==> src/rtl/cal_pkg.sv <==
package cal_pkg;

    localparam int SEC_W  = 6;
    localparam int MIN_W  = 6;
    localparam int HR_W   = 5;
    localparam int DAY_W  = 5;
    localparam int MON_W  = 4;
    localparam int YR_W   = 6;
    localparam int WORD_W = 32;
    localparam int STAT_W = 16;

    // Field positions as software sees them
    localparam int SEC_LSB  = 0;
    localparam int MIN_LSB  = 8;
    localparam int HR_LSB   = 16;
    localparam int DAY_LSB  = 0;
    localparam int MON_LSB  = 8;
    localparam int YR_LSB   = 16;
    localparam int LEAP_BIT = 22;

    localparam int BUSY_TIME_BIT = 8;
    localparam int BUSY_DATE_BIT = 7;

    localparam logic [SEC_W-1:0] SEC_TOP  = SEC_W'(59);
    localparam logic [MIN_W-1:0] MIN_TOP  = MIN_W'(59);
    localparam logic [HR_W-1:0]  HR_TOP   = HR_W'(23);
    localparam logic [MON_W-1:0] MON_TOP  = MON_W'(12);
    localparam logic [DAY_W-1:0] DAY_ONE  = DAY_W'(1);
    localparam logic [MON_W-1:0] MON_ONE  = MON_W'(1);

    typedef struct packed {
        logic [HR_W-1:0]  hr;
        logic [MIN_W-1:0] min;
        logic [SEC_W-1:0] sec;
    } hms_t;

    typedef struct packed {
        logic             leap;
        logic [YR_W-1:0]  yr;
        logic [MON_W-1:0] mon;
        logic [DAY_W-1:0] day;
    } ymd_t;

    typedef enum logic [0:0] {
        SLOT_IDLE = 1'b0,
        SLOT_HOLD = 1'b1
    } slot_state_e;

    function automatic logic [WORD_W-1:0] pack_hms(hms_t v);
        logic [WORD_W-1:0] w;
        w = '0;
        w[SEC_LSB +: SEC_W] = v.sec;
        w[MIN_LSB +: MIN_W] = v.min;
        w[HR_LSB  +: HR_W]  = v.hr;
        return w;
    endfunction

    function automatic logic [WORD_W-1:0] pack_ymd(ymd_t v);
        logic [WORD_W-1:0] w;
        w = '0;
        w[DAY_LSB +: DAY_W] = v.day;
        w[MON_LSB +: MON_W] = v.mon;
        w[YR_LSB  +: YR_W]  = v.yr;
        w[LEAP_BIT]         = v.leap;
        return w;
    endfunction

    // Last valid day of a month under the given leap flag
    function automatic logic [DAY_W-1:0] month_last_day(logic [MON_W-1:0] mon, logic leap);
        logic [DAY_W-1:0] d;
        unique case (mon)
            MON_W'(4), MON_W'(6), MON_W'(9), MON_W'(11): d = DAY_W'(30);
            MON_W'(2):                                   d = leap ? DAY_W'(29) : DAY_W'(28);
            default:                                     d = DAY_W'(31);
        endcase
        return d;
    endfunction

    // Offset from 1970: divisible-by-four years have offset = 2 mod 4
    function automatic logic leap_of(logic [YR_W-1:0] yr);
        return ((yr + YR_W'(2)) & YR_W'(3)) == '0;
    endfunction

endpackage

==> src/rtl/cal_commit_slot.sv <==
module cal_commit_slot
    import cal_pkg::*;
#(
    parameter int LATENCY = 3,
    parameter int VAL_W   = 17
) (
    input  logic             clk,
    input  logic             rst_n,
    input  logic             wr_req,
    input  logic             slow_en,
    input  logic [VAL_W-1:0] wr_val,
    output logic             busy,
    output logic             commit,
    output logic [VAL_W-1:0] held
);

    localparam int CNT_W = (LATENCY > 1) ? $clog2(LATENCY) : 1;
    localparam logic [CNT_W-1:0] CNT_LAST = CNT_W'(LATENCY - 1);

    slot_state_e      state, state_nx;
    logic [CNT_W-1:0] pulse_cnt;
    logic             last_pulse;

    assign last_pulse = slow_en && (pulse_cnt == CNT_LAST);

    // State register
    always_ff @(posedge clk or negedge rst_n) begin
        if (!rst_n) begin
            state <= SLOT_IDLE;
        end else begin
            state <= state_nx;
        end
    end

    // Transitions: capture on request, release on the final slow pulse
    always_comb begin
        state_nx = state;
        unique case (state)
            SLOT_IDLE: if (wr_req)     state_nx = SLOT_HOLD;
            SLOT_HOLD: if (last_pulse) state_nx = SLOT_IDLE;
            default:                   state_nx = SLOT_IDLE;
        endcase
    end

    // Captured value and pulse counter
    always_ff @(posedge clk or negedge rst_n) begin
        if (!rst_n) begin
            held      <= '0;
            pulse_cnt <= '0;
        end else begin
            unique case (state)
                SLOT_IDLE: begin
                    if (wr_req) begin
                        held      <= wr_val;
                        pulse_cnt <= '0;
                    end
                end
                SLOT_HOLD: begin
                    if (slow_en && !last_pulse) begin
                        pulse_cnt <= pulse_cnt + 1'b1;
                    end
                end
                default: pulse_cnt <= '0;
            endcase
        end
    end

    // Outputs
    always_comb begin
        busy   = (state == SLOT_HOLD);
        commit = (state == SLOT_HOLD) && last_pulse;
    end

endmodule

==> src/rtl/cal_time_ctr.sv <==
module cal_time_ctr
    import cal_pkg::*;
(
    input  logic clk,
    input  logic rst_n,
    input  logic adv,
    input  logic load,
    input  hms_t load_val,
    output hms_t cur,
    output logic day_carry
);

    logic sec_wrap, min_wrap, hr_wrap;

    assign sec_wrap  = (cur.sec >= SEC_TOP);
    assign min_wrap  = (cur.min >= MIN_TOP);
    assign hr_wrap   = (cur.hr  >= HR_TOP);
    assign day_carry = adv && !load && sec_wrap && min_wrap && hr_wrap;

    always_ff @(posedge clk or negedge rst_n) begin
        if (!rst_n) begin
            cur <= '0;
        end else if (load) begin
            cur <= load_val;
        end else if (adv) begin
            if (!sec_wrap) begin
                cur.sec <= cur.sec + 1'b1;
            end else begin
                cur.sec <= '0;
                if (!min_wrap) begin
                    cur.min <= cur.min + 1'b1;
                end else begin
                    cur.min <= '0;
                    cur.hr  <= hr_wrap ? '0 : cur.hr + 1'b1;
                end
            end
        end
    end

endmodule

==> src/rtl/cal_date_ctr.sv <==
module cal_date_ctr
    import cal_pkg::*;
(
    input  logic clk,
    input  logic rst_n,
    input  logic adv,
    input  logic load,
    input  ymd_t load_val,
    output ymd_t cur
);

    logic [DAY_W-1:0] last_day;
    logic [YR_W-1:0]  yr_next;
    logic             day_wrap, mon_wrap;

    assign last_day = month_last_day(cur.mon, cur.leap);
    assign day_wrap = (cur.day >= last_day);
    assign mon_wrap = (cur.mon >= MON_TOP);
    assign yr_next  = cur.yr + 1'b1;

    always_ff @(posedge clk or negedge rst_n) begin
        if (!rst_n) begin
            cur.day  <= DAY_ONE;
            cur.mon  <= MON_ONE;
            cur.yr   <= '0;
            cur.leap <= 1'b0;
        end else if (load) begin
            cur <= load_val;
        end else if (adv) begin
            if (!day_wrap) begin
                cur.day <= cur.day + 1'b1;
            end else begin
                cur.day <= DAY_ONE;
                if (!mon_wrap) begin
                    cur.mon <= cur.mon + 1'b1;
                end else begin
                    cur.mon  <= MON_ONE;
                    cur.yr   <= yr_next;
                    cur.leap <= leap_of(yr_next);
                end
            end
        end
    end

endmodule

==> src/rtl/cal_keeper.sv <==
module cal_keeper
    import cal_pkg::*;
#(
    parameter int COMMIT_TICKS = 3
) (
    input  logic              clk,
    input  logic              rst_n,
    input  logic              sec_tick,
    input  logic              slow_en,
    input  logic              wr_time,
    input  logic              wr_date,
    input  logic [WORD_W-1:0] wr_data,
    output logic [WORD_W-1:0] time_word,
    output logic [WORD_W-1:0] date_word,
    output logic [STAT_W-1:0] stat_word
);

    localparam int HMS_W = $bits(hms_t);
    localparam int YMD_W = $bits(ymd_t);

    hms_t wr_hms, held_hms, cur_hms;
    ymd_t wr_ymd, held_ymd, cur_ymd;
    logic [HMS_W-1:0] held_hms_raw;
    logic [YMD_W-1:0] held_ymd_raw;
    logic busy_t, busy_d, commit_t, commit_d, day_carry;
    logic unused_wr_bits;

    // Field extraction from the write bus; bits outside fields are dropped
    assign wr_hms.sec  = wr_data[SEC_LSB +: SEC_W];
    assign wr_hms.min  = wr_data[MIN_LSB +: MIN_W];
    assign wr_hms.hr   = wr_data[HR_LSB  +: HR_W];
    assign wr_ymd.day  = wr_data[DAY_LSB +: DAY_W];
    assign wr_ymd.mon  = wr_data[MON_LSB +: MON_W];
    assign wr_ymd.yr   = wr_data[YR_LSB  +: YR_W];
    assign wr_ymd.leap = wr_data[LEAP_BIT];
    assign unused_wr_bits = ^wr_data;

    cal_commit_slot #(
        .LATENCY (COMMIT_TICKS),
        .VAL_W   (HMS_W)
    ) u_slot_time (
        .clk     (clk),
        .rst_n   (rst_n),
        .wr_req  (wr_time),
        .slow_en (slow_en),
        .wr_val  (HMS_W'(wr_hms)),
        .busy    (busy_t),
        .commit  (commit_t),
        .held    (held_hms_raw)
    );

    cal_commit_slot #(
        .LATENCY (COMMIT_TICKS),
        .VAL_W   (YMD_W)
    ) u_slot_date (
        .clk     (clk),
        .rst_n   (rst_n),
        .wr_req  (wr_date),
        .slow_en (slow_en),
        .wr_val  (YMD_W'(wr_ymd)),
        .busy    (busy_d),
        .commit  (commit_d),
        .held    (held_ymd_raw)
    );

    assign held_hms = hms_t'(held_hms_raw);
    assign held_ymd = ymd_t'(held_ymd_raw);

    cal_time_ctr u_time (
        .clk       (clk),
        .rst_n     (rst_n),
        .adv       (sec_tick),
        .load      (commit_t),
        .load_val  (held_hms),
        .cur       (cur_hms),
        .day_carry (day_carry)
    );

    cal_date_ctr u_date (
        .clk      (clk),
        .rst_n    (rst_n),
        .adv      (day_carry),
        .load     (commit_d),
        .load_val (held_ymd),
        .cur      (cur_ymd)
    );

    assign time_word = pack_hms(cur_hms);
    assign date_word = pack_ymd(cur_ymd);

    always_comb begin
        stat_word                = '0;
        stat_word[BUSY_TIME_BIT] = busy_t;
        stat_word[BUSY_DATE_BIT] = busy_d;
    end

endmodule

==> config.mk <==
export PLATFORM = sky130hd
export DESIGN_NAME = cal_keeper
export DESIGN_NICKNAME = d
export VERILOG_FILES = /design/src/rtl/cal_pkg.sv /design/src/rtl/cal_commit_slot.sv /design/src/rtl/cal_time_ctr.sv /design/src/rtl/cal_date_ctr.sv /design/src/rtl/cal_keeper.sv
export SDC_FILE = /design/constraint.sdc
export NUM_CORES = 1
export LEC_CHECK = 0
export ABC_AREA = 1
export BUFFER_PORTS_ARGS = -buffer_cell sky130_fd_sc_hd__buf_2
export CORE_AREA = 2 2 101 103
export CTS_CLUSTER_DIAMETER = 200
export DETAILED_ROUTE_END_ITERATION = 8
export DIE_AREA = 0 0 103 105
export HOLD_SLACK_MARGIN = 0.05
export PLACE_DENSITY = 0.69
export SLEW_MARGIN = 20
export SYNTH_ARGS = -nofsm -noshare
export SYNTH_HDL_FRONTEND = slang
export SYNTH_HIERARCHICAL = 1
export SYNTH_SLANG_ARGS = --single-unit
==> constraint.sdc <==
create_clock -name clk -period 3.5 [get_ports clk]
set_input_delay 0.525 -clock clk [delete_from_list [all_inputs] [get_ports clk]]
set_output_delay 0.525 -clock clk [all_outputs]
set_load 0.02 [all_outputs]
# Word level (Yosys, flattened, before mapping)
# Index checks and enable logic that the tools add are counted.
dict set report word_totals {
  output_inout_bits 80
  input_bits 38
  wordCells 96
  ff_bits 72
}
dict set report op_classes {
  eq_ne 11
  bitwise_logic 2
  reduce_logical 29
  addsub 9
  n_mux 27
  n_lt_le_gt_ge 5
}
# operator count
set op_table {}
lappend op_table {{2-to-1 mux 17 bit} 2}
lappend op_table {{2-to-1 mux 16 bit} 2}
lappend op_table {{2-to-1 mux 11 bit} 2}
lappend op_table {{adder 6 x 1 -> 6 bit, second input constant} 3}
lappend op_table {{2-to-1 mux 5 bit} 3}
lappend op_table {{>= comparator 6 bit, second input constant} 2}
lappend op_table {{2-to-1 mux 6 bit} 2}
lappend op_table {{AND reduction 2 bit} 6}
lappend op_table {{nonzero test 2 bit} 6}
lappend op_table {{adder 5 x 1 -> 5 bit, second input constant} 2}
lappend op_table {{logical AND 1 bit} 10}
lappend op_table {{case mux 5 bit (2 select lines)} 1}
lappend op_table {{== test 4 x 3 -> 1 bit, second input constant} 2}
lappend op_table {{== test 4 bit, second input constant} 2}
lappend op_table {{2-to-1 mux 2 bit} 4}
lappend op_table {{inequality test 2 bit, second input constant} 4}
lappend op_table {{case mux 2 bit (2 select lines)} 2}
lappend op_table {{2-to-1 mux 7 bit} 1}
lappend op_table {{zero test 6 bit} 1}
lappend op_table {{AND reduction 3 bit} 2}
lappend op_table {{>= comparator 5 bit} 1}
lappend op_table {{>= comparator 5 bit, second input constant} 1}
lappend op_table {{2-to-1 mux 1 bit} 5}
lappend op_table {{adder 2 x 1 -> 2 bit, second input constant} 2}
lappend op_table {{10 further kinds} 15}

# Depth between registers and ports, before layout
# Gate-level depths: netlist (run 1).
dict set report logic_depth {
  depth_word 10
  depth_mapped 15
  ltp_nobuf 14
}

# Cells and area by module
# The synthesis (run 1) kept the hierarchy.
# mod instances cells_each area_each_um2 seq_area_each_um2
set modules_own_cells {}
lappend modules_own_cells {cal_date_ctr 1 151 1173.6 402.9}
lappend modules_own_cells {cal_time_ctr 1 152 1117.3 425.4}
lappend modules_own_cells {{cal_commit_slot at u_slot_time} 1 93 833.3 500.5}
lappend modules_own_cells {{cal_commit_slot at u_slot_date} 1 89 792.0 475.5}
lappend modules_own_cells {cal_keeper 1 48 356.6 0.0}

# Least setup slack after synthesis (run 1)
# No wires, ideal clock.
dict set report synth_timing {
  kind {reg2reg}
  from {reg u_date/cur[5] (netlist bit)}
  to {reg u_date/cur[9] (netlist bit)}
  arrival_time_ns 2.103
  path_stages_with_launch 15
  required_time_ns 3.426
  path_slack_ns 1.323
  cell_sequence {dfstp_2 > inv_1 > ha_1 > o21ai_0 > a21oi_1 > a21oi_1 > ha_1 > nand2_1 > nor2_1 > nand2_1 > nand3_4 > nand3_4 > buf_6 > nand2_2 > o21ai_2}
}
dict set report synth_between {
  elab_chain_cells 6
}
# item line
set synth_lines {}
lappend synth_lines {{start, declared} cal_date_ctr.sv:9} ;# output ymd_t cur
lappend synth_lines {{start signal, assigned} cal_date_ctr.sv:28} ;# cur <= load_val;
lappend synth_lines {{== test 4 x 3 -> 1 bit or == test 4 bit (tied branches)} cal_pkg.sv:71} ;# unique case (mon)
lappend synth_lines {{OR reduction 4 bit} cal_pkg.sv:71}
lappend synth_lines {{case mux 5 bit (2 select lines)} cal_pkg.sv:71}
lappend synth_lines {{>= comparator 5 bit} cal_date_ctr.sv:17} ;# assign day_wrap = (cur.day >= last_day);
lappend synth_lines {{nonzero test 2 bit (no source line)} n/a}
lappend synth_lines {{AND reduction 3 bit (no source line) *} n/a}
# Every way passes the cells marked *; elsewhere a longest branch is shown, timed or not.
# A chain may end at the register's enable or synchronous reset.

# Worst setup path after layout (run 1)
dict set report layout_timing {
  from {reg u_date/cur[5] (netlist bit)}
  to {reg u_date/cur[14] (netlist bit)}
}
# The elaborated chain is that of the path after synthesis.

==> results of run 1 <==
-- Yosys cell counts (3+ instances only) --
cell type,n
sky130_fd_sc_hd__o21ai_1,4
sky130_fd_sc_hd__nor2_1,23
sky130_fd_sc_hd__dfrtp_1,70
sky130_fd_sc_hd__buf_4,51
sky130_fd_sc_hd__buf_2,4
sky130_fd_sc_hd__nand2_1,165
sky130_fd_sc_hd__o21ai_2,8
sky130_fd_sc_hd__nor2_4,3
sky130_fd_sc_hd__nand3_1,66
sky130_fd_sc_hd__a22oi_1,7
sky130_fd_sc_hd__a21oi_1,8
sky130_fd_sc_hd__o21ai_0,16
sky130_fd_sc_hd__inv_1,38
sky130_fd_sc_hd__inv_2,7
sky130_fd_sc_hd__ha_1,14
sky130_fd_sc_hd__nand2_2,6
sky130_fd_sc_hd__nand4_1,4
sky130_fd_sc_hd__nand2_4,5
sky130_fd_sc_hd__xor2_1,8
-- worst max-delay path, cell delays in order (launching register included) --
cell,delay [ps]
sky130_fd_sc_hd__dfstp_2,580
sky130_fd_sc_hd__inv_1,90
sky130_fd_sc_hd__ha_1,210
sky130_fd_sc_hd__o21ai_0,160
sky130_fd_sc_hd__a21oi_1,80
sky130_fd_sc_hd__a21oi_1,130
sky130_fd_sc_hd__ha_1,140
sky130_fd_sc_hd__nand2_1,50
sky130_fd_sc_hd__nor2_1,100
sky130_fd_sc_hd__nand2_1,90
sky130_fd_sc_hd__nand3_4,140
sky130_fd_sc_hd__nand3_4,210
sky130_fd_sc_hd__nand2_1,140
sky130_fd_sc_hd__o21ai_2,60
-- routing by layer --
metal,GRT usage (%),vias to the layer above
li1,-,1730
met1,24.5,1671
met2,27.4,131
met3,4.75,7
met4,4.98,0
met5,0,-
-- state kept, by name, indices dropped and copies added, names as in the netlist --
signal	cells
u_slot_date/busy	1
u_slot_date/pulse_cnt	2
u_time/cur	17
u_date/cur	16
u_slot_time/held	17
u_slot_time/busy	1
u_slot_date/held	16
u_slot_time/pulse_cnt	2
-- layout make-up --
cell class                      instances  area share (%)
Clock inverter                          3            1.39
Multi-Input combinational cell        399            42.9
Tap cell                              133            3.55
Timing Repair Buffer                   62            6.78
Clock buffer                           13            3.18
Inverter                               46            3.71
Sequential cell                        72            38.5
-- how the worst max path moves through the flow --
stage / start / slack, ps / to
after floorplan: u_date/cur[5] / 1320 / u_date/cur[9]
after global placement: u_date/cur[5] / 1290 / u_date/cur[15]
after detailed placement: u_date/cur[5] / 1250 / u_date/cur[11]
after CTS: u_date/cur[5] / 1230 / u_date/cur[11]
after global routing: u_date/cur[5] / 970 / u_date/cur[15]
final: u_date/cur[5] / 1210 / u_date/cur[14]
-- logic make-up after synthesis --
kind of cell / Yosys count / share of synthesized area (%)
AO/OA/AOI/OAI: 47 / 6.82
AND/OR/NAND/NOR: 282 / 29.9
other: 1 / 0.0878
XOR/XNOR: 9 / 1.84
flip-flops: 72 / 42.2
buffers and inverters: 106 / 14.6
multiplexers: 2 / 0.469
adder cells (fa/ha/maj): 14 / 4.10
-- stage by stage --
stage               total power [mW]  area, µm²  worst slack (ps)  hold WS, ps  instances
global route                    3.96       4690               969          409        728
global placement                2.88       4470              1290          457        712
floorplan                       2.57       4440              1320          229        577
CTS                             3.67       4690              1230          401        728
finish                          3.65       4690              1210          378        728
detailed placement              2.94       4470              1250          459        712
-- power by group --
group          total (mW)  internal, mW  switching [mW]
Sequential           1.48          1.17           0.310
Clock               0.722         0.421           0.300
Combinational        1.45         0.502           0.946
Total                3.65          2.10            1.56
==> metrics.md, run 1 <==
| Metric | Value |
|---|---|
| First-pass GRT wire length | `15300 µm` |
| Critical path data arrival time | `2520 ps` |
| Achievable clock frequency | `437 MHz` |
| Least-Margin Pin Slew | `904 ps` |
| Total area of multi-input combinational cells | `2010 µm²` |
| Inserted Diodes | `0` |
| Vertical die dimension | `approximately 110 µm` |
| Setup_tns | `0 ps` |
| Global placer's final weighted congestion | `about 0.83` |
| Setup Fix Bufs, Post-CTS | `0` |
| Buffer depth of the longest clock path | `2` |
| Startpoint of the lowest-slack register-to-register path | `u_date/cur[5]` |
| Resized cells post-CTS | `0` |
| Maximum fanout count along the critical path | `14` |
| Warnings, synthesis | `6` |
| Static Leakage | `2.58 nW` |
| Power per cell area | `779 nW/µm²` |
| Pin count of the biggest net entering global routing | `73` |
| Routed met3 length | `672 µm` |
| Top sig layer | `met4` |
| Status | `completed` |
| Count of state elements after synthesis | `72` |
| Cell count after synthesis | `533` |
| Cell accounting for the most synthesized area | `sky130_fd_sc_hd__dfrtp_1` |
| Layout net count | `642` |
| Starting DRC count in detailed routing | `~170` |
| Hold buffer count at CTS | `0` |
| Number of antenna violations at the first check in global routing | `0` |
| Leading cell type in the layout, fill and taps excluded | `sky130_fd_sc_hd__nand2_1` |
| Total met2 wirelength after detailed routing | `between 4000 and 5000 µm` |
| Endpoint class of the critical path | `flip-flop` |
| Library cell used as clock root buffer | `sky130_fd_sc_hd__clkbuf_8` |
| Layout fillers | `~930` |
| Most area-consuming cells after synthesis | `sky130_fd_sc_hd__dfrtp_1 41%, sky130_fd_sc_hd__nand2_1 14%, sky130_fd_sc_hd__buf_4 9.0%` |
| Post-synthesis instance area | `4270 µm²` |
| Area of the core | `9640 µm²` |
| Number of sinks driven by the clock tree | `72` |
| Fraction of layout instances using a drive strength above 1 | `between 10% and 20%` |
| Detail Route Antenna Nets | `0` |
| Latest clock arrival within the worst-skew pair | `340 ps` |
| Final critical-path required period | `about 2300 ps` |
| Max-slew violation count | `0` |
| Global routing usage summed across all routing layers | `17.8%` |
| RSZ-0062 raised after global routing | `false` |
| Worst supply voltage drop on vdd | `0.475 mV` |
| Residual DRC | `0` |
| Initial Utilization | `44.3%` |
| Clock buffers created by TritonCTS | `9` |
| Number of vias per cell | `4.86` |
| Buffers on Ports | `59` |
| Area growth syn-to-layout | `9.72%` |
| Residual overflow from global routing | `0` |
| Detailed-placement wirelength estimate | `around 6600 µm` |
| H-tree lvl count | `3` |
| Critical path start-end classification | `reg2reg` |
| EDFF count, synth | `0` |
| Count of max-cap constraint violations | `0` |
| Most frequent cells in the layout | `165 x sky130_fd_sc_hd__nand2_1, 70 x sky130_fd_sc_hd__dfrtp_1, 66 x sky130_fd_sc_hd__nand3_1` |
| Boundary pin count | `118` |
| Destination of the worst register-to-register timing path | `u_date/cur[14]` |
| Class of the tightest hold or removal check | `in2async` |
| Logic depth of the worst register-to-register path | `13` |
| Wl on met1 | `4010 µm` |
| Via count of the first global-routing pass | `3298` |
| Drt pass-1 iters | `5` |
| Number of vias in the routed layout | `3539` |
| Die boundary width | `103 µm` |
| Clock skew after layout | `10.4 ps` |
| Number of endpoints failing setup at the final stage | `0` |
| Asr flop ratio synth | `between 90% and 100%` |
| Average wire per cell in the routed design | `12.5 µm` |
| Primary flip-flop cell chosen by synthesis mapping | `sky130_fd_sc_hd__dfrtp_1` |
| Average size of a mapped cell | `8.02 µm²` |
| Share of the cycle needed by the critical path after routing | `65.3%` |
| Final core utilization | `48.6%` |
| Die Footprint | `around 11000 µm²` |
| Data required time at the worst endpoint | `3730 ps` |
| Clock slew at the register clock pins of the worst setup and hold paths | `70 ps` |
| Portion of the post-synthesis area used by sequential elements | `42.2%` |
| TritonCTS clock tree | `yes` |
| Number of distinct library cells after synthesis | `37` |
| Share of the synthesized area in the top cell type | `41.0%` |
| Worst-case register-to-register setup slack | `1210 ps` |
| Relative slew slack | `39.7%` |
| Category of the worst setup path launch point | `flip-flop` |
| Number of placement rows | `36` |
| Total Wirelength | `9110 µm` |
| Total count of hold-check failures in the final report | `0` |
| Storage element area | `1800 µm²` |
Note: power is estimated with default switching activity, not from simulation.
==> run 2: changes to the inputs <==
Clock period 3.5 ns to 2.2 ns, I/O delays scaled along.
==> metrics.md, run 2 (synthesis results as in run 1) <==
| Metric | Value |
|---|---|
| Status | `completed` |
| Leading cell type in the layout, fill and taps excluded | `sky130_fd_sc_hd__nand2_1` |
| Sequence of cells on the critical path | `inv_4 > ha_4 > nor3b_2 > a21oi_1 > ha_1 > nand2_1 > nor2_1 > nand2_1 > nand3_4 > nand2_4 > inv_2 > o21ai_2` |
| Largest registers | `u_slot_time/held: 17 flops, u_time/cur: 17 flops` |
| Dpl cell area | `around 4500 µm²` |
| Worst supply voltage drop on vdd | `approximately 0.57 mV` |
| Category of the worst setup path launch point | `flip-flop` |
| Boundary pin count | `118` |
| Overall Power | `5.87 mW` |
| Layout net count | `650` |
| Inserted Diodes | `0` |
| Detail Route Antenna Nets | `0` |
| Buffers on Ports | `59` |
| Clock buffers created by TritonCTS | `9` |
| Final critical-path required period | `2170 ps` |
| Count of max-cap constraint violations | `0` |
| Class of the tightest hold or removal check | `in2reg` |
| RSZ-0062 raised after global routing | `true` |
| H-tree lvl count | `3` |
| Initial Utilization | `44.3%` |
| Count of non-filler cells in the finished layout | `736` |
| Number of vias in the routed layout | `roughly 3600` |
| Critical path data arrival time | `around 2400 ps` |
| Relative slew slack | `a little over three fifths` |
| Family of cells with the greatest summed delay on the critical path | `simple AND/OR/NAND/NOR gates` |
| First-pass GRT wire length | `15800 µm` |
| Global routing usage summed across all routing layers | `18.4%` |
| Buffer depth of the longest clock path | `2` |
| Residual DRC | `0` |
| Cell repeated most along the worst path | `sky130_fd_sc_hd__nand2_1` |
| Worst path setup slack after routing | `31.7 ps` |
| Setup_tns | `0 ps` |
| Number of antenna violations at the first check in global routing | `0` |
| Clock skew after layout | `7.33 ps` |
| Power per cell area | `1220 nW/µm²` |
| Clock slew at the register clock pins of the worst setup and hold paths | `70 ps` |
| Final design area excluding fillers | `4830 µm²` |
| Library cell used as clock root buffer | `sky130_fd_sc_hd__clkbuf_8` |
| Share of the cycle needed by the critical path after routing | `98.6%` |
| Area growth syn-to-layout | `13.0%` |
| Slowest cell on the critical path | `sky130_fd_sc_hd__dfstp_2` |
| Number of vias per cell | `4.88` |
| Max-slew violation count | `0` |
| Drt pass-1 iters | `5` |
| Static Leakage | `2.62 nW` |
| Die boundary width | `roughly 100 µm` |
| Worst-case register-to-register setup slack | `between 30 and 40 ps` |
| Latest clock arrival within the worst-skew pair | `~340 ps` |
| Buffers plus inverters on the worst setup path | `2` |
| Starting DRC count in detailed routing | `roughly 240` |
| Maximum fanout count along the critical path | `8` |
| Vertical die dimension | `105 µm` |
| Via count of the first global-routing pass | `approximately 3400` |
| Residual overflow from global routing | `0` |
| TritonCTS clock tree | `yes` |
| Total instance count after detailed placement | `between 700 and 800` |
| Area of the core | `around 9600 µm²` |
| Critical path start-end classification | `reg2reg` |
| Number of sinks driven by the clock tree | `72` |
| Layout fillers | `905` |
| Detailed-placement wirelength estimate | `~6900 µm` |
| Number of endpoints failing setup at the final stage | `0` |
| Global placer's final weighted congestion | `0.822` |
| Die Footprint | `10800 µm²` |
| Total Wirelength | `9540 µm` |
| Pin count of the biggest net entering global routing | `39` |
| Data required time at the worst endpoint | `2460 ps` |
| Average wire per cell in the routed design | `about 13 µm` |
| CP max stage delay | `610 ps` |
| Setup slack at placement | `-35.3 ps` |
| Least-Margin Pin Slew | `553 ps` |
| Endpoint class of the critical path | `flip-flop` |
| Most frequent cells in the layout | `162 x sky130_fd_sc_hd__nand2_1, 69 x sky130_fd_sc_hd__dfrtp_1, 66 x sky130_fd_sc_hd__nand3_1` |
| Achievable clock frequency | `461 MHz` |
| Number of placement rows | `36` |
| Fraction of layout instances using a drive strength above 1 | `a little under a quarter` |
| Total count of hold-check failures in the final report | `0` |
[run 2: layout make-up]
class	instances	area, µm²	area share [%]
tap	133	166	3.45
multi-input combinational	400	2110	43.6
timing repair buffer	69	389	8.06
sequential	72	1810	37.4
inverter	46	179	3.71
clock buffer	12	135	2.80
clock inverter	4	45.0	0.933
[run 2: per-stage QoR]
stage | util (%) | hold WS [ps]
after floorplan | - | 34.4
final | 50.1 | 224
after detailed placement | 46.9 | 345
after global routing | 50.1 | 227
after CTS | 49.1 | 211
after global placement | 46.9 | 342
[run 2: worst min-delay path, stage by stage]
cell and delay, ps:
sky130_fd_sc_hd__buf_2 70, sky130_fd_sc_hd__nand3_1 70, sky130_fd_sc_hd__nand2_1 60
[run 2: where the power goes]
group | switching [mW] | internal, mW
combinational | 1.60 | 0.897
sequential | 0.511 | 1.87
clock | 0.468 | 0.520
total | 2.58 | 3.29
[run 2: worst paths after layout]
check,startpoint,to,cells past startpoint
worst min-delay path,wr_data[12],u_slot_time/held[10],3
worst min register to register,u_slot_date/held[14],u_slot_date/held[14],2
worst max-delay path,u_date/cur[5],u_date/cur[6],12
min in group asynchronous,rst_n,u_date/cur[14],2
worst max register to register,u_date/cur[5],u_date/cur[6],12
max in group asynchronous,rst_n,u_date/cur[0],3
[run 2: repair_timing]
| item | 4_1_cts | 5_1_grt |
|---|---|---|
| buffers inserted | 1 | 1 |
| endpoints found under the setup margin | 9 | 16 |
| pin swaps | 1 | 2 |
| hold buffers | 1 | 0 |
| hold endpoints to repair | 20 | 0 |
| gates resized for setup | 2 | 29 |
| gates cloned | 1 | 0 |
[run 2: metal layers]
| layer | wire length (µm) | vias to the layer above | global-route usage (%) | part of all wire [%] |
|---|---|---|---|---|
| met1 | 4230 | 1691 | 25.7 | 44 |
| met2 | 4530 | 134 | 28.4 | 47 |
| met4 | 189 | 0 | 7.42 | 2.0 |
| li1 | - | 1754 | - | - |
| met3 | 588 | 15 | 2.94 | 6.2 |
| met5 | 0 | - | 0 | 0 |
==> run 3: changes to the inputs <==
Settings changed: CORE_AREA 2 2 101 103 to 2 2 107 109, DIE_AREA 0 0 103 105 to 0 0 109 111, PLACE_DENSITY 0.69 to default.
==> metrics.md, run 3 (synthesis results as in run 1) <==
| Metric | Value |
|---|---|
| Power per cell area | `roughly 1300 nW/µm²` |
| Number of vias in the routed layout | `3592` |
| Power share of the combinational group | `37.9%` |
| Share of the cycle needed by the critical path after routing | `101%` |
| Global placer's final weighted congestion | `0.844` |
| Most frequent cells in the layout | `161 x sky130_fd_sc_hd__nand2_1, 69 x sky130_fd_sc_hd__dfrtp_1, 66 x sky130_fd_sc_hd__nand3_1` |
| Data required time at the worst endpoint | `around 2400 ps` |
| Clock slew at the register clock pins of the worst setup and hold paths | `roughly 60 ps` |
| Count of max-cap constraint violations | `0` |
| Total Wirelength | `9860 µm` |
| Detailed-placement wirelength estimate | `6940 µm` |
| Switching share of total power | `between 40% and 50%` |
| Max-slew violation count | `0` |
| Area growth syn-to-layout | `17.5%` |
| Crit. Startpoint | `u_date/cur[5]` |
| Relative slew slack | `56.8%` |
| P_int | `3.95 mW` |
| Initial Utilization | `slightly below 40%` |
| Least-Margin Pin Slew | `648 ps` |
| Detail Route Antenna Nets | `0` |
| First-pass GRT wire length | `16300 µm` |
| Post-route worst hold slack | `roughly 230 ps` |
| Maximum fanout count along the critical path | `7` |
| Number of placement rows | `39` |
| TritonCTS clock tree | `yes` |
| Area of the core | `11100 µm²` |
| Clock Power Share | `a little over a quarter` |
| Total count of hold-check failures in the final report | `0` |
| Fraction of layout instances using a drive strength above 1 | `between 20% and 30%` |
| Destination of the worst register-to-register timing path | `u_date/cur[11]` |
| Via count of the first global-routing pass | `3360` |
| Average wire per cell in the routed design | `13.2 µm` |
| Final critical-path required period | `2210 ps` |
| Static Leakage | `between 2 and 3 nW` |
| Worst path setup slack after routing | `-12.6 ps` |
| Largest registers | `u_slot_time/held: 17 flops, u_time/cur: 17 flops` |
| Setup crit end | `u_date/cur[11]` |
| Die boundary width | `109 µm` |
| Leading cell type in the layout, fill and taps excluded | `sky130_fd_sc_hd__nand2_1` |
| Die Footprint | `12100 µm²` |
| Buffer depth of the longest clock path | `2` |
| Class of the tightest hold or removal check | `in2reg` |
| Endpoint class of the critical path | `flip-flop` |
| Number of vias per cell | `4.80` |
| H-tree lvl count | `3` |
| RSZ-0062 raised after global routing | `true` |
| Logic depth of the worst register-to-register path | `13` |
| Vertical die dimension | `111 µm` |
| Number of sinks driven by the clock tree | `72` |
| Worst-case register-to-register setup slack | `-10 ps` |
| Residual DRC | `0` |
| Critical path data arrival time | `2430 ps` |
| Library cell used as clock root buffer | `sky130_fd_sc_hd__clkbuf_16` |
| Setup_tns | `-21.5 ps` |
| Net Switching | `2.65 mW` |
| Clock buffers created by TritonCTS | `9` |
| Buffers on Ports | `59` |
| Status | `finished, violations left` |
| Inserted Diodes | `0` |
| Drt pass-1 iters | `4` |
| Part of the power in registers | `36.0%` |
| Startpoint of the lowest-slack register-to-register path | `u_date/cur[5]` |
| Clock skew after layout | `5.79 ps` |
| Global routing usage summed across all routing layers | `17.0%` |
| Violations in the final reports | `setup timing` |
| Number of antenna violations at the first check in global routing | `0` |
| Starting DRC count in detailed routing | `about 200` |
| Category of the worst setup path launch point | `flip-flop` |
| Worst supply voltage drop on vdd | `between 0.5 and 0.6 mV` |
| Achievable clock frequency | `452 MHz` |
| Boundary pin count | `118` |
| Latest clock arrival within the worst-skew pair | `about 330 ps` |
| Critical path start-end classification | `reg2reg` |
| Pin count of the biggest net entering global routing | `38` |
| Residual overflow from global routing | `0` |
| Layout net count | `652` |
| Number of endpoints failing setup at the final stage | `3` |
## run 3: worst min-delay path by stage
stage                      from                   end  slack [ps]  cells past startpoint
floorplan                 rst_n        u_date/cur[10]          30                      0
global placement          rst_n        u_date/cur[12]         380                      1
detailed placement        rst_n        u_date/cur[12]         380                      1
CTS                 wr_data[13]  u_slot_time/held[11]         230                      3
global route        wr_data[21]  u_slot_date/held[14]         240                      3
finish              wr_data[13]  u_slot_time/held[11]         230                      3
## run 3: routing by layer
layer	up-vias	share of wire, %	track usage [%]
met3	13	5.6	3.17
met2	116	47	26.3
met5	-	0	0
met4	0	1.6	6.32
li1	1754	-	-
met1	1709	46	23.6
## run 3: layout make-up
cell class                 count  area, µm²
fill                        1087       6060
multi-input combinational    400       2090
sequential                    72       1810
timing repair buffer          71        417
clock buffer                  11        253
tap                          143        179
inverter                      46        174
clock inverter                 5        103
## run 3: critical path, stage by stage (launching register included)
cell and delay [ps]:
sky130_fd_sc_hd__dfstp_2 540, sky130_fd_sc_hd__buf_6 130, sky130_fd_sc_hd__ha_4 140, sky130_fd_sc_hd__o21ai_2 60, sky130_fd_sc_hd__a21oi_2 150, sky130_fd_sc_hd__a21oi_2 40
sky130_fd_sc_hd__ha_1 290, sky130_fd_sc_hd__nand2_1 50, sky130_fd_sc_hd__nor2_1 110, sky130_fd_sc_hd__nand2_1 90, sky130_fd_sc_hd__nand3_4 130, sky130_fd_sc_hd__nand3_4 180
sky130_fd_sc_hd__nand2_2 120, sky130_fd_sc_hd__o21ai_2 60
## run 3: through the flow
step	area, µm²	power (mW)	setup slack, ps	utilization (%)	std cells
2_1_floorplan	4440	4.08	23.4	-	577
3_3_place_gp	4560	4.67	10.7	41.1	728
3_5_place_dp	4560	4.75	-48.3	41.1	728
4_1_cts	4950	6.55	-5.05	44.7	747
5_1_grt	5020	7.12	-130	45.3	748
6_report	5020	6.60	-12.6	45.3	748
## run 3: power by group through the flow
| stage | clock, mW | sequential (mW) | combinational, mW |
|---|---|---|---|
| 6_report | 1.72 | 2.37 | 2.50 |
| 5_1_grt | 1.83 | 2.46 | 2.84 |
| 4_1_cts | 1.76 | 2.36 | 2.42 |
| 3_5_place_dp | 0 | 2.39 | 2.36 |
| 3_3_place_gp | 0 | 2.37 | 2.29 |
| 2_1_floorplan | 0 | 2.51 | 1.57 |
## run 3: timing repair
| action | 4_1_cts | 5_1_grt |
|---|---|---|
| cloned | 1 | 0 |
| pin swaps | 1 | 8 |
| setup buffers | 1 | 1 |
| gates resized for setup | 2 | 20 |
| hold endpoints to repair | 24 | 0 |
| setup endpoints to repair | 9 | 16 |
| hold buffers | 1 | 0 |
